==> src/rtl/arb_pkg.sv <==
package arb_pkg;
  typedef enum logic [1:0] {
    OWN_NONE  = 2'd0,
    BUSY_LEFT = 2'd1,
    BUSY_RIGHT = 2'd2
  } arb_state_e;

  localparam int unsigned NUM_PORTS = 2;
  localparam int unsigned IDX_L = 0;
  localparam int unsigned IDX_R = 1;
endpackage

==> src/rtl/arb_port_tracker.sv <==
module arb_port_tracker #(
  parameter int unsigned ADDR_W = 13
) (
  input  logic              clk_i,
  input  logic              rst_ni,
  input  logic              ce_ni,
  input  logic [ADDR_W-1:0] addr_i,
  output logic              moved_o
);
  logic              ce_q;
  logic [ADDR_W-1:0] addr_q;

  always_ff @(posedge clk_i or negedge rst_ni) begin
    if (!rst_ni) begin
      ce_q   <= 1'b1;
      addr_q <= '0;
    end else begin
      ce_q   <= ce_ni;
      addr_q <= addr_i;
    end
  end

  // moved: was idle last edge, or now points elsewhere
  assign moved_o = ce_q | (addr_q != addr_i);
endmodule

==> src/rtl/arb_decide.sv <==
module arb_decide
  import arb_pkg::*;
#(
  parameter int unsigned ADDR_W = 13
) (
  input  logic                                 clk_i,
  input  logic                                 rst_ni,
  input  logic [NUM_PORTS-1:0]                 ce_ni,
  input  logic [NUM_PORTS-1:0][ADDR_W-1:0]     addr_i,
  input  logic [NUM_PORTS-1:0]                 moved_i,
  output logic                                 match_o,
  output logic [NUM_PORTS-1:0]                 busy_o
);
  arb_state_e state_q, state_d;

  assign match_o = ~ce_ni[IDX_L] & ~ce_ni[IDX_R] & (addr_i[IDX_L] == addr_i[IDX_R]);

  always_comb begin
    state_d = state_q;
    if (!match_o) begin
      state_d = OWN_NONE;
    end else if (state_q == OWN_NONE) begin
      // later arrival gets busy; tie or ambiguity goes to the right port
      if (moved_i[IDX_L] && !moved_i[IDX_R]) state_d = BUSY_LEFT;
      else                                   state_d = BUSY_RIGHT;
    end
  end

  always_ff @(posedge clk_i or negedge rst_ni) begin
    if (!rst_ni) state_q <= OWN_NONE;
    else         state_q <= state_d;
  end

  assign busy_o[IDX_L] = (state_q == BUSY_LEFT);
  assign busy_o[IDX_R] = (state_q == BUSY_RIGHT);

  AST_HOLD_WHILE_MATCH: assert property (@(posedge clk_i) disable iff (!rst_ni)
    (match_o && state_q != OWN_NONE) |=> ($past(state_q) == state_q)) else $error("hold");

  AST_TIE_RIGHT: assert property (@(posedge clk_i) disable iff (!rst_ni)
    (match_o && state_q == OWN_NONE && moved_i[IDX_L] && moved_i[IDX_R]) |=> busy_o[IDX_R]) else $error("tie");

  AST_LEFT_LATE: assert property (@(posedge clk_i) disable iff (!rst_ni)
    (match_o && state_q == OWN_NONE && moved_i[IDX_L] && !moved_i[IDX_R]) |=> busy_o[IDX_L]) else $error("left late");
endmodule

==> src/rtl/arb_write_gate.sv <==
module arb_write_gate (
  input  logic master_i,
  input  logic busy_int_i,
  input  logic busy_ext_ni,
  input  logic we_ni,
  output logic busy_no,
  output logic we_no
);
  logic blocked;

  assign blocked = master_i ? busy_int_i : ~busy_ext_ni;
  assign busy_no = master_i ? ~busy_int_i : 1'b1;
  assign we_no   = we_ni | blocked;

  always_comb begin
    if (!blocked) AST_PASS_THROUGH: assert (we_no == we_ni) else $error("pass");
  end
endmodule

==> src/rtl/port_contention_arbiter.sv <==
module port_contention_arbiter
  import arb_pkg::*;
#(
  parameter int unsigned ADDR_W = 13
) (
  input  logic              clk_i,
  input  logic              rst_ni,
  input  logic              master_i,
  input  logic              l_ce_ni,
  input  logic [ADDR_W-1:0] l_addr_i,
  input  logic              l_we_ni,
  input  logic              l_busy_ni,
  input  logic              r_ce_ni,
  input  logic [ADDR_W-1:0] r_addr_i,
  input  logic              r_we_ni,
  input  logic              r_busy_ni,
  output logic              l_busy_no,
  output logic              r_busy_no,
  output logic              l_we_no,
  output logic              r_we_no
);
  logic [NUM_PORTS-1:0]             ce_n;
  logic [NUM_PORTS-1:0][ADDR_W-1:0] addr;
  logic [NUM_PORTS-1:0]             we_n;
  logic [NUM_PORTS-1:0]             busy_ext_n;
  logic [NUM_PORTS-1:0]             moved;
  logic [NUM_PORTS-1:0]             busy_int;
  logic [NUM_PORTS-1:0]             busy_n;
  logic [NUM_PORTS-1:0]             we_gated_n;
  logic                             match;

  assign ce_n[IDX_L]       = l_ce_ni;
  assign ce_n[IDX_R]       = r_ce_ni;
  assign addr[IDX_L]       = l_addr_i;
  assign addr[IDX_R]       = r_addr_i;
  assign we_n[IDX_L]       = l_we_ni;
  assign we_n[IDX_R]       = r_we_ni;
  assign busy_ext_n[IDX_L] = l_busy_ni;
  assign busy_ext_n[IDX_R] = r_busy_ni;

  for (genvar p = 0; p < NUM_PORTS; p++) begin : g_port
    arb_port_tracker #(.ADDR_W(ADDR_W)) i_tracker (
      .clk_i  (clk_i),
      .rst_ni (rst_ni),
      .ce_ni  (ce_n[p]),
      .addr_i (addr[p]),
      .moved_o(moved[p])
    );

    arb_write_gate i_gate (
      .master_i   (master_i),
      .busy_int_i (busy_int[p]),
      .busy_ext_ni(busy_ext_n[p]),
      .we_ni      (we_n[p]),
      .busy_no    (busy_n[p]),
      .we_no      (we_gated_n[p])
    );
  end

  arb_decide #(.ADDR_W(ADDR_W)) i_decide (
    .clk_i  (clk_i),
    .rst_ni (rst_ni),
    .ce_ni  (ce_n),
    .addr_i (addr),
    .moved_i(moved),
    .match_o(match),
    .busy_o (busy_int)
  );

  assign l_busy_no = busy_n[IDX_L];
  assign r_busy_no = busy_n[IDX_R];
  assign l_we_no   = we_gated_n[IDX_L];
  assign r_we_no   = we_gated_n[IDX_R];

  AST_NEVER_BOTH_BUSY: assert property (@(posedge clk_i) disable iff (!rst_ni)
    (l_busy_no || r_busy_no)) else $error("both busy");

  AST_RELEASE_AFTER_MATCH: assert property (@(posedge clk_i) disable iff (!rst_ni)
    !match |=> (l_busy_no && r_busy_no)) else $error("release");

  AST_SLAVE_IDLE: assert property (@(posedge clk_i) disable iff (!rst_ni)
    !master_i |-> (l_busy_no && r_busy_no)) else $error("slave");

  AST_WE_BLOCKED: assert property (@(posedge clk_i) disable iff (!rst_ni)
    (master_i && !l_busy_no) |-> l_we_no) else $error("we block");
endmodule

==> config.mk <==
export PLATFORM = sky130hd
export DESIGN_NAME = port_contention_arbiter
export DESIGN_NICKNAME = d
export VERILOG_FILES = /design/src/rtl/arb_pkg.sv /design/src/rtl/arb_port_tracker.sv /design/src/rtl/arb_decide.sv /design/src/rtl/arb_write_gate.sv /design/src/rtl/port_contention_arbiter.sv
export SDC_FILE = /design/constraint.sdc
export NUM_CORES = 1
export LEC_CHECK = 0
export ABC_AREA = 1
export BUFFER_PORTS_ARGS = -buffer_cell sky130_fd_sc_hd__buf_2
export CAP_MARGIN = 20
export CORE_UTILIZATION = 52
export DETAILED_ROUTE_END_ITERATION = 8
export HOLD_SLACK_MARGIN = 0.1
export MAX_ROUTING_LAYER = met4
export PLACE_DENSITY_LB_ADDON = 0.15
export SETUP_SLACK_MARGIN = 0.15
export SYNTH_ARGS = -nofsm -noshare
export SYNTH_HDL_FRONTEND = slang
export SYNTH_SLANG_ARGS = --single-unit
==> constraint.sdc <==
create_clock -name clk_i -period 1.4 [get_ports clk_i]
set_clock_uncertainty 0.15 [all_clocks]
set_input_delay 0.07 -clock clk_i [delete_from_list [all_inputs] [get_ports clk_i]]
set_output_delay 0.07 -clock clk_i [all_outputs]
set_load 0.01 [all_outputs]
==> summary.txt <==
R2r worst-path depth -> 9
Post-synthesis cell type count -> 17
Clock power frac -> 29.9%
DR top layer -> met4
N_diodes -> 0
Delay of the slowest cell on the worst path -> 0.42 ns
Worst Hold Depth -> 8
FF-to-FF End -> i_decide.state_q[0]$_DFFE_PN0P_
Die height -> 56.7 um
Worst setup margin -> 0.0864 ns
CP max stage cell -> dfrtp_1
Net Switching -> 0.485 mW
Syn nets -> 257
Routed WL per cell -> 10.0 um
Fill cells -> 234
Worst-path clk slew -> 0.09 ns
Critical Path RT -> 1.18 ns
Status -> finished with violations
Die width -> 56.7 um
Global Route Usage Sum -> 23.6%
Leak -> 1.22 nW
Period Utilization, post-route -> 93.8%
Antenna violations before repair -> 0
HPWL Detailed -> 2.24 mm
Post-DP Area -> 1800 um2
Slew HR -> 88.3%
Failing checks -> DRC
Max cap viols -> 0
Worst path buffer plus inverter count -> 2
Worst Setup SP -> i_decide.state_q[0]$_DFFE_PN0P_
Largest net degree at the start of global routing -> 31
Post-route cell area -> 2170 um2
Critical Path Start Type -> register
Hold endpoint -> i_decide.state_q[0]$_DFFE_PN0P_
Via count -> 1512
Post-Route WL -> 3.32 mm
Sequential power share -> 51.4%
Total die area -> 3210 um2
Clk root buf -> clkbuf_4
Final Hold Fails -> 0
H-tree levels -> 2
Residual DRC count -> 2
Num CTS Buffers -> 5
# setup viols final -> 0
Max Slew Vio Count -> 0
Detailed Route Iter0 Violations -> 36
Mapped Avg Cell Area -> 7.01 um2
Global placer's final weighted congestion -> 0.747
Minimum clock period -> 1.31 ns
IO Port Bufs -> 38
Post-Synthesis Cells -> 222
Reg-to-reg critical path startpoint -> i_decide.state_q[1]$_DFFE_PN0P_
Reg2Reg Setup Slack -> 0.10 ns
I/O pins -> 39
Switching Fraction -> 26.9%
Critical path type -> register to output pin
Min-delay worst type -> input pin to register
Metal-1 WL -> 1.53 mm
Vias in the first global route -> 1345
First-pass GRT wire length -> 5.50 mm
Power per cell area -> 830 nW/um2
Detail Route Antenna Nets -> 0
Crit path DAT -> 1.09 ns
Fmax -> 0.761 GHz
Via density -> 4.57
Clk Latency, worst-skew pair -> 0.33 ns
WL met3 -> 133 um
Fin nets -> 334
Syn-to-layout area delta -> 39.7%
Crit-path leading delay family -> flip-flops
Core area -> 2810 um2
Global route overflow -> 0
CTS tree -> yes
Met2 wire len -> 1.62 mm
Synthesis Warnings -> 0
Seq/Total Area, Yosys -> 48.4%
Synthesis-stage register bit count -> 30
Startpoint of the worst hold path -> l_ce_ni
Worst setup EP type -> output pin
Clock Path Buffers -> 2
Sink Count -> 30
Final core occ -> 77.4%
RSZ-0062 raised after global routing -> true
Combinational fraction of design power -> 18.7%
Post-Syn Area -> 1560 um2
VDD IR max -> 0.670 mV
Crit path cell chain -> inv_2, nand3_1, nand2_1, buf_2
Share of layout cells above drive strength 1 -> 20.7%
Internal Pwr Total -> 1.32 mW
Site Rows -> 19
CP Max Fanout -> 3
TritonRoute pass-1 iters -> 6
Worst-Margin Slew -> 0.175 ns
Post-Place Setup Slack -> 0.101 ns
Initial Util -> 55.4%
final cells by class:
type                       instances  area [um2]  area share [%]
sequential                        30         753            34.7
multi-input combinational        146         629            29.0
timing repair buffer              70         518            23.8
inverter                          46         173            7.95
clock buffer                       7        55.1            2.53
tap                               31        38.8            1.79
clock inverter                     1        5.00           0.230
power groups by stage:
stage	Combinational, mW	Clock [mW]	Sequential (mW)
after CTS	0.332	0.558	0.927
after floorplan	0.141	0	0.941
final	0.337	0.538	0.927
after global routing	0.379	0.600	0.932
after global placement	0.267	0	0.943
after detailed placement	0.271	0	0.944
repair_timing:
| item | 4_1_cts | 5_1_grt |
|---|---|---|
| gates resized for setup | 1 | 0 |
| endpoints found under the hold margin | 60 | 2 |
| setup endpoints to repair | 5 | 6 |
| hold buffers | 28 | 2 |
| setup buffers | 1 | 0 |
state kept, by name, summed over array words and instances (netlist names):
name,flops
g_port.i_tracker.addr_q,26
g_port.i_tracker.ce_q,2
i_decide.state_q,2
metal layers:
| layer | GRT usage [%] | up-vias |
|---|---|---|
| met4 | 7.86 | 0 |
| met5 | - | - |
| met2 | 39.1 | 28 |
| met1 | 27.5 | 670 |
| met3 | 6.91 | 8 |
| li1 | - | 806 |
worst register-to-register path: stages (launching register included):
cell,delay (ns)
dfrtp_1,0.40
inv_2,0.07
nand2_1,0.05
nor2_1,0.09
nand2_1,0.06
nor2_1,0.08
nand2_1,0.07
nor2_2,0.09
nand2_1,0.08
a21oi_2,0.11
Yosys cell counts:
cell	count	area share [%]
nor2_1	37	8.9
a21oi_1	2	0.64
a21oi_2	1	0.56
o22ai_1	1	0.40
o21ai_0	6	1.9
dfrtp_1	28	45
nor2_2	4	1.6
dfstp_2	2	3.4
xor2_1	3	1.7
nor3_2	1	0.64
xnor2_1	2	1.1
o21ai_1	3	0.97
nand3_1	4	1.3
inv_1	41	9.9
nand3_4	1	1.1
nand2_1	81	20
inv_2	5	1.2
cell families (layout without fill, tap and decap cells):
logic type                after synthesis  in the layout  synth area share, %
and+or+nand+nor                       128            128                 33.1
buffers and inverters                  46            124                 11.1
AOI/OAI and AO/OA                      13             13                 4.51
xor gates and xnor gates                5              5                 2.82
DFF                                    30             30                 48.4
per-stage QoR:
step           hold WS (ns)  total power [mW]  cells  setup TNS (ns)
2_1_floorplan        -0.376              1.08    222               0
3_3_place_gp         -0.113              1.21    292               0
3_5_place_dp         -0.116              1.22    292               0
4_1_cts              -0.324              1.82    329               0
5_1_grt               0.101              1.91    331         -0.0346
6_report             0.0669              1.80    331               0
how the worst max path moves through the flow:
stage,to,depth (start not counted)
4_1_cts,r_we_no,4
3_3_place_gp,i_decide.state_q[1]$_DFFE_PN0P_,7
5_1_grt,i_decide.state_q[0]$_DFFE_PN0P_,9
2_1_floorplan,i_decide.state_q[0]$_DFFE_PN0P_,9
3_5_place_dp,i_decide.state_q[0]$_DFFE_PN0P_,9
6_report,r_we_no,4
layout by cell type, fill, tap and decap left out, types with 3 or more instances in the layout:
master and n:
nor2_1 37, nand2_1 81, nand3_1 4, xor2_1 3, inv_1 40, buf_2 38, nor2_2 4, inv_2 6
dlygate4sd3_1 30, dfrtp_1 28, clkbuf_4 5, o21ai_1 3, o21ai_0 6
Note: power is estimated with default switching activity, not from simulation.
